===== src/rtl/cpage_pkg.sv =====
package cpage_pkg;

   // Explicit command chosen for a cycle after priority resolution.
   typedef enum logic [1:0] {
      CMD_NONE = 2'd0,
      CMD_CLR  = 2'd1,
      CMD_POP  = 2'd2,
      CMD_PUSH = 2'd3
   } cmd_e;

   // Width of a depth counter that must hold 0..d inclusive.
   function automatic int unsigned depth_bits(input int unsigned d);
      return $clog2(d + 1);
   endfunction

endpackage


===== src/rtl/cpage_cmd_arb.sv =====
module cpage_cmd_arb
   import cpage_pkg::*;
#(
   parameter int unsigned LEN_W = 4
) (
   input  logic             clk,
   input  logic             rst_n,
   input  logic             clr_cmd,
   input  logic             pop_cmd,
   input  logic             sel_valid,
   input  logic [LEN_W-1:0] sel_len,
   output cmd_e             cmd
);

   if (LEN_W < 2) begin : g_bad_len
      $error("cpage_cmd_arb: LEN_W must be at least 2");
   end

   logic sel_ok;
   assign sel_ok = sel_valid && (sel_len != '0);

   always_comb begin
      if (clr_cmd)      cmd = CMD_CLR;
      else if (pop_cmd) cmd = CMD_POP;
      else if (sel_ok)  cmd = CMD_PUSH;
      else              cmd = CMD_NONE;
   end

   // a select never wins over a clear or a pop
   p_cmd_prio_r9: assert property (@(posedge clk) disable iff (!rst_n)
      (clr_cmd || pop_cmd) |-> (cmd != CMD_PUSH));

   // a zero-length select never becomes a push
   p_zero_len_r2: assert property (@(posedge clk) disable iff (!rst_n)
      (sel_len == '0) |-> (cmd != CMD_PUSH));

endmodule


===== src/rtl/cpage_top_tick.sv =====
module cpage_top_tick #(
   parameter int unsigned LEN_W   = 4,
   parameter int unsigned DEP_W   = 3,
   parameter bit          PERM_EN = 1'b1
) (
   input  logic             clk,
   input  logic             rst_n,
   input  logic [DEP_W-1:0] depth,
   input  logic [LEN_W-1:0] top_len,
   input  logic             retire,
   input  logic             br_taken,
   output logic             drop,
   output logic             dec_we,
   output logic [LEN_W-1:0] dec_len
);

   logic perm;
   logic live;

   if (PERM_EN) begin : g_perm
      assign perm = (top_len == {LEN_W{1'b1}});
   end else begin : g_noperm
      assign perm = 1'b0;
   end

   assign live = (depth != '0) && !perm;

   always_comb begin
      drop    = 1'b0;
      dec_we  = 1'b0;
      dec_len = top_len - LEN_W'(1);
      if (live) begin
         if (br_taken) begin
            drop = 1'b1;
         end else if (retire) begin
            if (top_len == LEN_W'(1)) drop = 1'b1;
            else                      dec_we = 1'b1;
         end
      end
   end

   // a permanent top entry is neither shortened nor removed
   p_perm_keeps_r4: assert property (@(posedge clk) disable iff (!rst_n)
      (perm && depth != '0) |-> (!drop && !dec_we));

   // a taken branch never shortens the entry
   p_branch_no_dec_r6: assert property (@(posedge clk) disable iff (!rst_n)
      br_taken |-> !dec_we);

endmodule


===== src/rtl/cpage_csr_map.sv =====
module cpage_csr_map #(
   parameter int unsigned SUB_W = 3,
   parameter int unsigned LEN_W = 4,
   parameter int unsigned DEPTH = 4,
   parameter int unsigned DEP_W = 3,
   parameter int unsigned CSR_W = 32
) (
   input  logic [DEPTH-1:0][SUB_W+LEN_W-1:0] ents,
   input  logic [DEP_W-1:0]                   depth,
   input  logic [CSR_W-1:0]                   wdata,
   output logic [CSR_W-1:0]                   rdata,
   output logic [DEPTH-1:0][SUB_W+LEN_W-1:0] w_ents,
   output logic [DEP_W-1:0]                   w_depth
);

   localparam int unsigned ENT_W  = SUB_W + LEN_W;
   localparam int unsigned DEP_LO = DEPTH * ENT_W;
   localparam int unsigned PACK_W = DEP_LO + DEP_W;

   if (PACK_W > CSR_W) begin : g_bad_fit
      $error("cpage_csr_map: packed state does not fit in CSR_W");
   end

   for (genvar i = 0; i < DEPTH; i++) begin : g_ent
      assign rdata[i*ENT_W +: ENT_W] =
         (depth > DEP_W'(i)) ? ents[i] : '0;
      assign w_ents[i] = wdata[i*ENT_W +: ENT_W];
   end

   assign rdata[DEP_LO +: DEP_W] = depth;

   if (PACK_W < CSR_W) begin : g_pad
      assign rdata[CSR_W-1:PACK_W] = '0;
   end

   logic [DEP_W-1:0] raw_depth;
   assign raw_depth = wdata[DEP_LO +: DEP_W];
   assign w_depth   = (raw_depth > DEP_W'(DEPTH)) ? DEP_W'(DEPTH) : raw_depth;

endmodule


===== src/rtl/cpage_stack_regs.sv =====
module cpage_stack_regs
   import cpage_pkg::*;
#(
   parameter int unsigned SUB_W = 3,
   parameter int unsigned LEN_W = 4,
   parameter int unsigned DEPTH = 4,
   parameter int unsigned DEP_W = 3
) (
   input  logic                               clk,
   input  logic                               rst_n,
   input  cmd_e                               cmd,
   input  logic [SUB_W+LEN_W-1:0]             push_ent,
   input  logic                               drop,
   input  logic                               dec_we,
   input  logic [LEN_W-1:0]                   dec_len,
   input  logic                               csr_we,
   input  logic [DEPTH-1:0][SUB_W+LEN_W-1:0] w_ents,
   input  logic [DEP_W-1:0]                   w_depth,
   output logic [DEPTH-1:0][SUB_W+LEN_W-1:0] ents,
   output logic [DEP_W-1:0]                   depth,
   output logic                               ovf,
   output logic [SUB_W-1:0]                   top_sub,
   output logic [LEN_W-1:0]                   top_len
);

   localparam int unsigned ENT_W = SUB_W + LEN_W;

   logic [DEPTH-1:0][ENT_W-1:0] ent_q;
   logic [DEP_W-1:0]            dep_q;
   logic [DEP_W-1:0]            dep_mid;
   logic [DEP_W-1:0]            dep_nx;
   logic                        push_go;
   logic                        push_full;
   logic                        ovf_q;
   logic [DEP_W-1:0]            top_idx;

   assign top_idx = dep_q - DEP_W'(1);
   assign dep_mid = dep_q - DEP_W'(drop);

   always_comb begin
      dep_nx    = dep_mid;
      push_go   = 1'b0;
      push_full = 1'b0;
      unique case (cmd)
         CMD_CLR:  dep_nx = '0;
         CMD_POP:  if (dep_mid != '0) dep_nx = dep_mid - DEP_W'(1);
         CMD_PUSH: begin
            if (dep_mid < DEP_W'(DEPTH)) begin
               push_go = 1'b1;
               dep_nx  = dep_mid + DEP_W'(1);
            end else begin
               push_full = 1'b1;
            end
         end
         default: ;
      endcase
   end

   for (genvar i = 0; i < DEPTH; i++) begin : g_slot
      always_ff @(posedge clk) begin
         if (!rst_n) begin
            ent_q[i] <= '0;
         end else if (csr_we) begin
            ent_q[i] <= w_ents[i];
         end else if (push_go && dep_mid == DEP_W'(i)) begin
            ent_q[i] <= push_ent;
         end else if (dec_we && top_idx == DEP_W'(i)) begin
            ent_q[i][LEN_W-1:0] <= dec_len;
         end
      end
   end

   always_ff @(posedge clk) begin
      if (!rst_n) begin
         dep_q <= '0;
         ovf_q <= 1'b0;
      end else if (csr_we) begin
         dep_q <= w_depth;
         ovf_q <= 1'b0;
      end else begin
         dep_q <= dep_nx;
         if (push_full) ovf_q <= 1'b1;
      end
   end

   always_comb begin
      top_sub = '0;
      top_len = '0;
      for (int i = 0; i < DEPTH; i++) begin
         if (dep_q == DEP_W'(i + 1)) begin
            top_sub = ent_q[i][ENT_W-1:LEN_W];
            top_len = ent_q[i][LEN_W-1:0];
         end
      end
   end

   assign ents  = ent_q;
   assign depth = dep_q;
   assign ovf   = ovf_q;

   // the depth never exceeds the stack size
   p_depth_bound_r3: assert property (@(posedge clk) disable iff (!rst_n)
      dep_q <= DEP_W'(DEPTH));

   // a select at full raises the flag
   p_full_flag_r3: assert property (@(posedge clk) disable iff (!rst_n)
      (cmd == CMD_PUSH && dep_mid == DEP_W'(DEPTH) && !csr_we) |=> ovf_q);

   // the flag is sticky until a control-word write
   p_ovf_sticky_r3: assert property (@(posedge clk) disable iff (!rst_n)
      (ovf_q && !csr_we) |=> ovf_q);

   // a clear leaves the stack empty
   p_clear_empty_r8: assert property (@(posedge clk) disable iff (!rst_n)
      (cmd == CMD_CLR && !csr_we) |=> (dep_q == '0));

   // a pop with no other removal takes exactly one entry
   p_pop_one_r7: assert property (@(posedge clk) disable iff (!rst_n)
      (cmd == CMD_POP && !csr_we && !drop && dep_q != '0)
      |=> (dep_q == $past(dep_q) - DEP_W'(1)));

endmodule


===== src/rtl/cpage_ctrl.sv =====
module cpage_ctrl
   import cpage_pkg::*;
#(
   parameter int unsigned SUB_W   = 3,
   parameter int unsigned LEN_W   = 4,
   parameter int unsigned DEPTH   = 4,
   parameter int unsigned CSR_W   = 32,
   parameter bit          PERM_EN = 1'b1
) (
   input  logic             clk,
   input  logic             rst_n,
   input  logic             sel_valid,
   input  logic [SUB_W-1:0] sel_sub,
   input  logic [LEN_W-1:0] sel_len,
   input  logic             pop_cmd,
   input  logic             clr_cmd,
   input  logic             retire,
   input  logic             br_taken,
   input  logic             csr_we,
   input  logic [CSR_W-1:0] csr_wdata,
   output logic [CSR_W-1:0] csr_rdata,
   output logic [SUB_W-1:0] act_sub,
   output logic             page_active,
   output logic             ovf
);

   localparam int unsigned ENT_W  = SUB_W + LEN_W;
   localparam int unsigned DEP_W  = depth_bits(DEPTH);
   localparam int unsigned DEP_LO = DEPTH * ENT_W;

   if (DEPTH < 1) begin : g_bad_depth
      $error("cpage_ctrl: DEPTH must be at least 1");
   end

   cmd_e                        cmd;
   logic                        drop;
   logic                        dec_we;
   logic [LEN_W-1:0]            dec_len;
   logic [DEPTH-1:0][ENT_W-1:0] ents;
   logic [DEPTH-1:0][ENT_W-1:0] w_ents;
   logic [DEP_W-1:0]            depth;
   logic [DEP_W-1:0]            w_depth;
   logic [SUB_W-1:0]            top_sub;
   logic [LEN_W-1:0]            top_len;

   cpage_cmd_arb #(.LEN_W(LEN_W)) u_arb (
      .clk       (clk),
      .rst_n     (rst_n),
      .clr_cmd   (clr_cmd),
      .pop_cmd   (pop_cmd),
      .sel_valid (sel_valid),
      .sel_len   (sel_len),
      .cmd       (cmd)
   );

   cpage_top_tick #(.LEN_W(LEN_W), .DEP_W(DEP_W), .PERM_EN(PERM_EN)) u_tick (
      .clk      (clk),
      .rst_n    (rst_n),
      .depth    (depth),
      .top_len  (top_len),
      .retire   (retire),
      .br_taken (br_taken),
      .drop     (drop),
      .dec_we   (dec_we),
      .dec_len  (dec_len)
   );

   cpage_stack_regs #(
      .SUB_W(SUB_W), .LEN_W(LEN_W), .DEPTH(DEPTH), .DEP_W(DEP_W)
   ) u_regs (
      .clk      (clk),
      .rst_n    (rst_n),
      .cmd      (cmd),
      .push_ent ({sel_sub, sel_len}),
      .drop     (drop),
      .dec_we   (dec_we),
      .dec_len  (dec_len),
      .csr_we   (csr_we),
      .w_ents   (w_ents),
      .w_depth  (w_depth),
      .ents     (ents),
      .depth    (depth),
      .ovf      (ovf),
      .top_sub  (top_sub),
      .top_len  (top_len)
   );

   cpage_csr_map #(
      .SUB_W(SUB_W), .LEN_W(LEN_W), .DEPTH(DEPTH), .DEP_W(DEP_W), .CSR_W(CSR_W)
   ) u_map (
      .ents    (ents),
      .depth   (depth),
      .wdata   (csr_wdata),
      .rdata   (csr_rdata),
      .w_ents  (w_ents),
      .w_depth (w_depth)
   );

   assign page_active = (depth != '0);
   assign act_sub     = page_active ? top_sub : '0;

   // an empty stack shows subpage 0
   p_idle_sub_r12: assert property (@(posedge clk) disable iff (!rst_n)
      !page_active |-> (act_sub == '0));

   // an in-range depth written by software is what reads back
   p_csr_depth_r11: assert property (@(posedge clk) disable iff (!rst_n)
      (csr_we && csr_wdata[DEP_LO +: DEP_W] <= DEP_W'(DEPTH))
      |=> (csr_rdata[DEP_LO +: DEP_W] == $past(csr_wdata[DEP_LO +: DEP_W])));

   // a control-word write clears the overflow flag
   p_csr_clr_ovf_r11: assert property (@(posedge clk) disable iff (!rst_n)
      csr_we |=> !ovf);

   // an accepted select shows its subpage next cycle
   p_push_shows_r2: assert property (@(posedge clk) disable iff (!rst_n)
      (sel_valid && sel_len != '0 && !clr_cmd && !pop_cmd && !csr_we &&
       !br_taken && !retire && depth < DEP_W'(DEPTH))
      |=> (act_sub == $past(sel_sub) && page_active));

endmodule


===== config.mk =====
export PLATFORM = sky130hd
export DESIGN_NAME = cpage_ctrl
export DESIGN_NICKNAME = d
export VERILOG_FILES = /design/src/rtl/cpage_pkg.sv /design/src/rtl/cpage_cmd_arb.sv /design/src/rtl/cpage_top_tick.sv /design/src/rtl/cpage_csr_map.sv /design/src/rtl/cpage_stack_regs.sv /design/src/rtl/cpage_ctrl.sv
export SDC_FILE = /design/constraint.sdc
export NUM_CORES = 1
export LEC_CHECK = 0
export BUFFER_PORTS_ARGS = -buffer_cell sky130_fd_sc_hd__buf_2
export CAP_MARGIN = 20
export CORE_UTILIZATION = 48
export CTS_BUF_LIST = sky130_fd_sc_hd__clkbuf_8
export DETAILED_ROUTE_END_ITERATION = 10
export PLACE_DENSITY_LB_ADDON = 0.15
export REMOVE_ABC_BUFFERS = 1
export SETUP_SLACK_MARGIN = 0.15
export SKIP_LAST_GASP = 1
export SLEW_MARGIN = 5
export SYNTH_ARGS = -nofsm -noshare
export SYNTH_HDL_FRONTEND = slang
export SYNTH_HIERARCHICAL = 1
export SYNTH_SLANG_ARGS = --single-unit
export TNS_END_PERCENT = 1

===== constraint.sdc =====
create_clock -name clk -period 4.2 [get_ports clk]
set_clock_uncertainty 0.2 [all_clocks]
set_input_delay 0.42 -clock clk [delete_from_list [all_inputs] [get_ports clk]]
set_output_delay 0.42 -clock clk [all_outputs]
set_load 0.05 [all_outputs]

Word-level counts from Yosys, hierarchy flattened
Index checks and enable logic that the tools add are counted.
{"block": "totals", "in_bits": 47, "wordCells": 111, "latch_bits": 0, "ram_bits": 0, "rom_bits": 0, "ff_bits": 32, "memories": 0}
{"block": "op_classes", "mux": 49, "add_sub_neg": 5, "order_cmp": 6, "n_shift": 0, "div_mod_pow": 0, "n_eq_ne": 15, "n_bitwise": 1, "mul": 0, "n_reduce_logical": 25}
{"operator": "$mux 7", "n": 8}
{"operator": "$mux 4", "n": 12}
{"operator": "$mux 3", "n": 13}
{"operator": "$eq 3x2->1 const B", "n": 6}
{"operator": "$reduce_bool 3->1", "n": 6}
{"operator": "$mux 1", "n": 12}
{"operator": "$logic_and 1x1->1", "n": 10}
{"operator": "$eq 3x1->1 const B", "n": 3}
{"operator": "$pmux 3 s3", "n": 1}
{"operator": "$reduce_bool 2->1", "n": 4}
{"operator": "$gt 3x1->1 const B", "n": 2}
{"operator": "$gt 3x2->1 const B", "n": 2}
{"operator": "$logic_not 3->1", "n": 2}
{"operator": "$mux 2", "n": 3}
{"operator": "$sub 3x1->3 const B", "n": 2}
{"operator": "$eq 2x2->1 const B", "n": 2}
{"operator": "$eq 4x1->1 const B", "n": 1}
{"operator": "$eq 4x4->1 const B", "n": 1}
{"operator": "$reduce_bool 4->1", "n": 1}
{"operator": "$sub 4x1->4 const B", "n": 1}
{"operator": "$add 3x1->3 const B", "n": 1}
{"operator": "$eq 3x3->1 const B", "n": 1}
{"operator": "$gt 3x3->1 const B", "n": 1}
{"operator": "$lt 3x3->1 const B", "n": 1}
{"operator": "5 further kinds", "n": 5}

Longest topological paths before layout
Gate-level depths: netlist of run 1.
{"block": "logic_depth", "ltp_word": 17, "mapped_depth": 18, "mapped_depth_nobuf": 15}

Cells and area by module
Netlist of run 1, hierarchy kept.
{"module": "cpage_stack_regs", "cells_per_inst": 228, "area_each_um2": 2085.8, "instances": 1}
{"module": "cpage_csr_map", "cells_per_inst": 67, "area_each_um2": 466.7, "instances": 1}
{"module": "cpage_top_tick", "cells_per_inst": 15, "area_each_um2": 120.1, "instances": 1}
{"module": "cpage_ctrl", "cells_per_inst": 4, "area_each_um2": 36.3, "instances": 1}
{"module": "cpage_cmd_arb", "cells_per_inst": 4, "area_each_um2": 32.5, "instances": 1}

Worst setup path before layout of run 1
OpenSTA, ideal clock, no wires.
{"block": "synth_timing", "path_kind": "reg-to-reg", "from": "reg u_regs.dep_q[0] (netlist: u_regs/depth[0])", "to": "reg u_regs.ent_q, in the netlist u_regs/ents[17]", "path_stages_with_launch": 18, "t_arrival_ns": 3.668, "t_required_ns": 3.883, "setup_ns": 0.117, "slack_ns": 0.214, "cell_sequence": "dfxtp_1 -> buf_2 -> inv_1 -> nor2_1 -> a22oi_1 -> o22ai_1 -> inv_1 -> ha_1 -> nor3b_2 -> a21oi_1 -> nor2_1 -> ha_1 -> ha_1 -> clkbuf_2 -> nand4b_1 -> nor2_2 -> nor2_1 -> a32o_1"}
{"block": "synth_between", "elab_chain_len": 17}
{"item": "start: declaration", "line_no": "cpage_stack_regs.sv:29", "text": "logic [DEP_W-1:0] dep_q;"}
{"item": "start signal: assignment", "line_no": "cpage_stack_regs.sv:78", "text": "dep_q <= w_depth;"}
{"item": "start signal: assignment", "line_no": "cpage_stack_regs.sv:81", "text": "dep_q <= dep_nx;"}
{"item": "$eq 3x1->1", "line_no": "cpage_stack_regs.sv:90", "text": "if (dep_q == DEP_W'(i + 1)) begin"}
{"item": "$mux 4 (3 in a row)", "line_no": "cpage_stack_regs.sv:90"}
{"item": "$mux 4 *", "line_no": "cpage_stack_regs.sv:90"}
{"item": "named net top_len[1]", "line_no": "cpage_ctrl.sv:44", "text": "logic [LEN_W-1:0] top_len;"}
{"item": "$eq 4x1->1", "line_no": "cpage_top_tick.sv:36", "text": "if (top_len == LEN_W'(1)) drop = 1'b1;"}
{"item": "$mux 1", "line_no": "cpage_top_tick.sv:36"}
{"item": "$mux 1", "line_no": "cpage_top_tick.sv:35", "text": "end else if (retire) begin"}
{"item": "$mux 1", "line_no": "cpage_top_tick.sv:33", "text": "if (br_taken) begin"}
{"item": "$mux 1 *", "line_no": "cpage_top_tick.sv:32", "text": "if (live) begin"}
{"item": "named net drop", "line_no": "cpage_ctrl.sv:36", "text": "logic drop;"}
{"item": "$sub 3x1->3 *", "line_no": "cpage_stack_regs.sv:38", "text": "assign dep_mid = dep_q - DEP_W'(drop);"}
{"item": "$lt 3x3->1", "line_no": "cpage_stack_regs.sv:48", "text": "if (dep_mid < DEP_W'(DEPTH)) begin"}
{"item": "$mux 1", "line_no": "cpage_stack_regs.sv:48"}
{"item": "$mux 1", "line_no": "cpage_stack_regs.sv:44", "text": "unique case (cmd)"}
{"item": "$logic_and 1x1->1 *", "line_no": "cpage_stack_regs.sv:65", "text": "end else if (push_go && dep_mid == DEP_W'(i)) begin"}
{"item": "$mux 4", "line_no": "cpage_stack_regs.sv:65"}
{"item": "$mux 7", "line_no": "cpage_stack_regs.sv:63", "text": "end else if (csr_we) begin"}
{"item": "end signal: indexed assignment", "line_no": "cpage_stack_regs.sv:64", "text": "ent_q[i] <= w_ents[i];"}
{"item": "end signal: indexed assignment", "line_no": "cpage_stack_regs.sv:66", "text": "ent_q[i] <= push_ent;"}
{"item": "end signal: indexed assignment", "line_no": "cpage_stack_regs.sv:68", "text": "ent_q[i][LEN_W-1:0] <= dec_len;"}
{"item": "end: declaration", "line_no": "cpage_stack_regs.sv:28", "text": "logic [DEPTH-1:0][ENT_W-1:0] ent_q;"}
Mark *: on every way through the listed nets, which the timed path passes. The rest lies on a longest branch. The select of a mux whose other input is x is not followed.
A chain may end at the register's enable or synchronous reset.

Worst setup path in the final report of run 1
{"block": "layout_timing", "from": "reg u_regs.dep_q[2] (netlist: u_regs/depth[2])", "to": "reg u_regs.ent_q, in the netlist u_regs/ents[10]"}
Same word-level chain as after synthesis.

==> results.md, run 1 <==
* Lkg Pwr at 1.34 nW
* Clk slew on worst S/H paths at 70 ps
* Met3 WL post-DR at 314 um
* Vias in the first global route at 2351
* Reg2reg path depth at 13
* Die area at 6020 um2
* Starting Density at 49.8%
* PwrDens at 327 nW/um2
* Startpoint types: register
* Synthesized flop and latch total at 32
* Max H-tree Level at 2
* CP required at 4170 ps
* Drt total wl at 7090 um
* Detailed Place HPWL at 5100 um
* Reg2reg end: u_regs/ents[10]
* Kind of critical path: register to register
* Die Span Y at 77.6 um
* Critical Path Max Stage Delay at 450 ps
* Row count at 27
* Max Slew Vio Count at 0
* Post-Syn Instances at 318
* Final total power at 0.000998 W
* Antenna diode count at 0
* Worst-path maximum fanout at 11
* Gr usage total at 24.2%
* Area of the multi-input gates at 1750 um2
* Routed vias/inst at 5.72
* Max Freq at 268 MHz
* RSZ-0062 raised after global routing: false
* Fraction of the mapped netlist area in simple logic gates at 18.8%
* Worst vdd ir at 0.183 mV
* Hold EP: u_regs/ents[19]
* Min-Delay Path Depth at 3
* Longest Clk Path Bufs at 2
* Fin crit period at 3740 ps
* Layout fillers at 559
* Routed met2 length at 3360 um
* WL/cell at 16.4 um
* CTS resizes at 0
* Crit-path cells: nor2b_1 > a22oi_1 > o22ai_1 > ha_1 > nor3b_2 > a21oi_1 > nor2_1 > ha_1 > ha_1 > xor2_4 > o211ai_1 > o211a_1 > a32o_1
* Hold_buf cts at 0
* GRT overflow at 0
* Layout cell share with drive strength beyond 1 at 31.7%
* CP max-delay cell: dfxtp_2
* Gpl congestion at 0.814
* Synth Cell Area at 2740 um2
* Synth Area in Adders at 2.28%
* FF-to-FF setup slack at 460 ps
* Initial antenna violation count at 0
* RR Startpoint: u_regs/depth[2]
* Area Growth Syn to Fin at 11.3%
* Worst-Margin Slew at 832 ps
* Avg Synthesized Cell Area at 8.62 um2
* I/O pin count at 84
* Compound-Gate Fraction of Synth Area at 26.7%
* Mux share of post-synthesis cell area at 13.1%
* CTS tree: yes
* Register area share after synthesis at 23.4%
* CTS Sinks at 32
* Final period util at 89.0%
* Die Width at 77.6 um
* Met1 Wirelength at 3370 um
* Setup TNS at 0 ps
* Hold Startpoint: csr_wdata[19]
* Synth Area in XOR/XNOR at 2.24%
* # setup viols final at 0
* Core Region at 5510 um2
* First-pass GRT wire length at 11400 um
* Root Driver: clkbuf_8
* Hold Vio Cnt, Final at 0
* Min-delay worst type: primary input to register
* Detailed Routing Iterations Pass 1 at 4
* Critical Path End Type: register
* Synth unique cells at 54
* CP arrival at 3710 ps
* Most frequent CP cell: ha_1
* CTS Buf Count at 5
* Status: completed
* Crit path buffers/inverters at 0
* Vias at 2470
* Yosys Warn Count at 6
* # Max-Cap Violations at 0
* DRC Markers at 0
* Clock latency on the worst-skew pair at 270 ps
* Largest family of logic cells by synthesized area: compound AO/OA/AOI/OAI gates
* Nets at 411
* CP delay by family, top: compound AO/OA/AOI/OAI gates
* Register area at 642 um2
* Final ANT Viol Nets at 0
* Largest net degree at the start of global routing at 49
* Setup Fix Bufs, Post-CTS at 0
* Top Layer Used: met4
* Buffers on Ports at 81
* Relative slew slack at 44.4%
* Initial DRC count at 178
[cells by family (layout without fill, tap and decap cells)]
group           after synthesis  count (layout)
compound gates               96              96
xor+xnor                      4               4
fa+ha+maj                     5               5
buf+inv                      61             103
flops                        32              32
mux                          36              36
other cells                   1               1
simple gates                 83              83
[cells in the mapped netlist, drive strengths merged]
cell type / n / area share [%]
buf: 39 / 10
mux2i: 36 / 13
dfxtp: 32 / 23
nor2b: 25 / 5.7
nor2: 22 / 3.7
o21ai: 18 / 3.3
a21oi: 17 / 3.2
a32o: 16 / 5.8
clkbuf: 14 / 2.0
o211a: 12 / 4.4
and2: 8 / 1.8
inv: 8 / 1.1
a22oi: 7 / 1.9
nand2: 7 / 0.96
o22ai: 7 / 1.6
ha: 5 / 2.3
nand2b: 4 / 0.91
o211ai: 4 / 1.1
nand4b: 3 / 0.96
o31a: 3 / 1.1
xor2: 3 / 1.6
a211oi: 2 / 1.0
and3: 2 / 0.50
nand4bb: 2 / 0.82
nor3: 2 / 0.78
o2111ai: 2 / 0.64
o41ai: 2 / 0.91
a21boi: 1 / 0.27
a21o: 1 / 0.27
a41o: 1 / 0.37
and4bb: 1 / 0.46
conb: 1 / 0.14
nand3: 1 / 0.18
nand4: 1 / 0.23
nor3b: 1 / 0.46
nor4: 1 / 0.23
nor4b: 1 / 0.55
nor4bb: 1 / 0.37
o21a: 1 / 0.27
o21bai: 1 / 0.27
o31ai: 1 / 0.27
or3: 1 / 0.23
xnor2: 1 / 0.59
[placed cells by master (no fill, tap or decap), types with 2 or more instances in the layout]
cell type,count
mux2i_1,36
nor2_2,2
and2_1,7
o2111ai_1,2
buf_2,81
o22ai_1,7
o211ai_1,4
inv_1,9
a22oi_1,7
a21oi_1,16
nand2b_1,4
dfxtp_1,31
nand4bb_1,2
nor2b_1,25
nand2_1,7
xor2_1,2
nor2_4,3
ha_1,5
o211a_1,12
o31a_2,3
buf_4,6
o21ai_0,18
clkbuf_8,6
nor2_1,17
nand4b_1,3
a32o_1,16
[worst max path at each step]
| stage | startpoint | to | depth (start not counted) |
|---|---|---|---|
| 4_1_cts | u_regs/depth[2] | u_regs/ents[14] | 14 |
| 2_1_floorplan | u_regs/depth[0] | u_regs/ents[21] | 15 |
| 6_report | u_regs/depth[2] | u_regs/ents[10] | 13 |
| 3_5_place_dp | u_regs/depth[2] | u_regs/ents[14] | 14 |
| 3_3_place_gp | u_regs/depth[2] | u_regs/ents[16] | 14 |
| 5_1_grt | u_regs/depth[2] | u_regs/ents[25] | 14 |
[stage by stage]
stage                     hold slack, ps  area (um2)  utilization [%]  worst slack (ps)  std cells
after floorplan                      283        2410                -              -164        265
after global placement               250        2950             53.5               284        424
after detailed placement             262        2950             53.5               237        424
after CTS                            212        3040             55.2               200        432
after global routing                 227        3050             55.4               159        432
final                                214        3050             55.4               462        432
[final cells by class]
cell class / count / area share (%)
multi-input cells: 225 / 57.3
flip-flops and latches: 32 / 21.0
repair buffers: 87 / 14.8
well taps: 72 / 2.95
clock buffers: 6 / 2.71
inverters: 8 / 0.984
clock inverters: 2 / 0.246
[power by group]
group	internal [W]	switching (W)	leakage [nW]	total [W]
registers	0.000335	0.0000247	0.266	0.000359
logic	0.000142	0.000263	1.02	0.000405
clock network	0.000129	0.000105	0.0538	0.000234
[flip-flops by register name, indices dropped and copies added (netlist names)]
name          cells
u_regs/ents      28
u_regs/depth      3
u_regs/ovf        1
[worst register-to-register path: stages, from the launching register on]
cell	delay (ps)
dfxtp_2	450
nor2b_1	290
a22oi_1	130
o22ai_1	310
ha_1	200
nor3b_2	230
a21oi_1	100
nor2_1	100
ha_1	160
ha_1	330
xor2_4	430
o211ai_1	280
o211a_1	230
a32o_1	200
[metal layers]
layer,track usage [%],vias up
met5,0,-
met4,5.47,0
met3,3.53,4
met2,40.4,67
met1,32.8,1171
li1,-,1228
No activity file was read; power rests on OpenSTA's default activity.
==> inputs of run 2 (changes only) <==
--- a/config.mk
+++ b/config.mk
@@ -7,7 +7,7 @@
 export LEC_CHECK = 0
 export BUFFER_PORTS_ARGS = -buffer_cell sky130_fd_sc_hd__buf_2
 export CAP_MARGIN = 20
-export CORE_UTILIZATION = 48
+export CORE_UTILIZATION = 54
 export CTS_BUF_LIST = sky130_fd_sc_hd__clkbuf_8
 export DETAILED_ROUTE_END_ITERATION = 10
 export PLACE_DENSITY_LB_ADDON = 0.15
==> constraint.sdc (replaced) <==
create_clock -name clk -period 3.7 [get_ports clk]
set_clock_uncertainty 0.2 [all_clocks]
set_input_delay 0.37 -clock clk [delete_from_list [all_inputs] [get_ports clk]]
set_output_delay 0.37 -clock clk [all_outputs]
set_load 0.05 [all_outputs]
==> run 2 against run 1 <==
  * Non-clock buffer count grew 14
  * Utilization up 12 points
  * Final area grew 7.0%
  * Clock power grew 18%
  * Wire length grew 2.7%
  * Die area fell by 11%
  * Clock-buffer cell count did not move
  * Sequential cell count unchanged
  * Sequential power increased by 15%
  * Maximum frequency up 8.4%
  * Largest power group unchanged
==> results.md, run 2 (synthesis results as in run 1) <==
* CTS Sinks at 32
* Post-layout worst setup margin at 252 ps
* Min-delay worst type: primary input to register
* Final period util at 93.2%
* Max Slew Vio Count at 0
* Antenna diode count at 0
* Initial antenna violation count at 0
* Area of the multi-input gates at 1830 um2
* Relative slew slack at 44.4%
* Setup TNS at 0 ps
* Dpl ws at 9.20 ps
* Die Span Y at 73.3 um
* Max H-tree Level at 2
* Layout fillers at 431
* CTS Buf Count at 5
* Status: completed
* FF-to-FF setup slack at 250 ps
* Crit path buffers/inverters at 3
* Max Freq at 290 MHz
* Routed vias/inst at 5.73
* PwrDens at 366 nW/um2
* CP required at 3630 ps
* Largest net degree at the start of global routing at 49
* Area Growth Syn to Fin at 19.1%
* # setup viols final at 0
* Buffers on Ports at 81
* Core Region at 4820 um2
* CP delay by family, top: adder cells
* Longest Clk Path Bufs at 2
* I/O pin count at 84
* CP arrival at 3380 ps
* Starting Density at 56.9%
* Vias in the first global route at 2366
* Lkg Pwr at 1.42 nW
* RSZ-0062 raised after global routing: true
* First-pass GRT wire length at 11200 um
* # Max-Cap Violations at 0
* Fin crit period at 3450 ps
* Register area at 646 um2
* Largest register FFs at 28
* RR Startpoint: u_regs/depth[0]
* Row count at 25
* Reg2reg end: u_regs/ents[6]
* Clk slew on worst S/H paths at 70 ps
* Met2 Resource Use GR at 45.7%
* Detailed Routing Iterations Pass 1 at 5
* Hold EP: u_regs/ents[5]
* Min-Delay Path Depth at 3
* Die area at 5370 um2
* Final instance area at 3260 um2
* Critical Path End Type: register
* Critical Path Max Stage Delay at 400 ps
* Kind of critical path: register to register
* CTS tree: yes
* Worst-Margin Slew at 832 ps
* Met1 usage at 36.8%
* Busiest grt layer: met2
* DRC Markers at 0
* Root Driver: clkbuf_8
* Hold Startpoint: csr_wdata[5]
* Vias at 2529
* Startpoint types: register
* Drt total wl at 7280 um
* Area after DPL at 2990 um2
* Nets at 425
* GRT overflow at 0
* Gpl congestion at 0.818
* Detailed Place HPWL at 5200 um
* Most frequent cells in the layout: buf_2, mux2i_1, dfxtp_1
* Initial DRC count at 118
* Gr usage total at 27.0%
* WL/cell at 16.5 um
* Commonest non-fill, non-tap cell in the layout: buf_2
* Layout cell share with drive strength beyond 1 at 38.0%
* Worst-path maximum fanout at 12
* Hold Vio Cnt, Final at 0
* Worst vdd ir at 0.292 mV
* Met3 usage at 4.53%
* CP max-delay cell: dfxtp_4
* Crit-path cells: buf_12 > mux2i_2 > o22ai_2 > ha_1 > nor3b_2 > a21oi_1 > nor2_1 > ha_1 > ha_2 > buf_4 > nand4_1 > nor2_4 > buf_12 > mux2i_1 > a21oi_1
* Clock latency on the worst-skew pair at 280 ps
* Reg2reg path depth at 15
* Final ANT Viol Nets at 0
* Die Width at 73.3 um
run 2: cell types whose count changed in the layout (fill, tap and decap cells not counted), sizes merged:
cell      previous run  this run
clkinvlp             0         1
inv                 10         9
buf                 87       101
run 2: metal layers:
metal / vias to the layer above / part of all wire, %
met1: 1186 / 46
met2: 73 / 47
met3: 10 / 5.0
met5: - / 0
met4: 0 / 1.0
li1: 1260 / -
run 2: power breakdown:
part / internal, W / switching, W
logic: 0.000196 / 0.000312
registers: 0.000380 / 0.0000317
clock network: 0.000148 / 0.000128
run 2: final cells by class:
| type | instances | area share (%) |
|---|---|---|
| Inverter | 8 | 0.920 |
| Timing Repair Buffer | 101 | 17.9 |
| Sequential cell | 32 | 19.8 |
| Clock inverter | 2 | 0.345 |
| Multi-Input combinational cell | 225 | 56.0 |
| Tap cell | 67 | 2.57 |
| Clock buffer | 6 | 2.53 |
run 2: metrics by stage:
| step | cells | hold WS, ps | total power, W | util [%] |
|---|---|---|---|---|
| floorplan | 265 | 280 | 0.000735 | - |
| global placement | 425 | 248 | 0.000864 | 62.0 |
| detailed placement | 425 | 259 | 0.000874 | 62.0 |
| CTS | 437 | 157 | 0.00117 | 65.3 |
| global route | 441 | 162 | 0.00126 | 67.8 |
| finish | 441 | 165 | 0.00120 | 67.8 |
run 2: worst max path at each step:
stage,start,endpoint,slack [ps],depth (start not counted)
finish,u_regs/depth[0],u_regs/ents[6],250,15
global route,u_regs/depth[0],u_regs/ents[6],80,15
CTS,u_regs/depth[2],u_regs/ents[6],110,16
detailed placement,u_regs/depth[2],u_regs/ents[2],9,15
global placement,u_regs/depth[2],u_regs/ents[3],130,13
floorplan,u_regs/depth[0],u_regs/ents[21],-660,15
run 2: worst reg2reg max path, delay by kind of cell, from the launching register on:
family                     cells  cell delay, ps
muxes                          2             480
and+or+nand+nor                4             600
AOI/OAI and AO/OA              3             390
adders and majority gates      3             790
buffers and inverters          3             440
DFF                            1             400
run 2: timing repair:
item | 4_1_cts | 5_1_grt
pin swaps | 4 | 4
setup endpoints to repair | 23 | 30
resized for setup | 4 | 21
endpoints found under the hold margin | 0 | 0
setup buffers | 4 | 4
hold buffers | 0 | 0
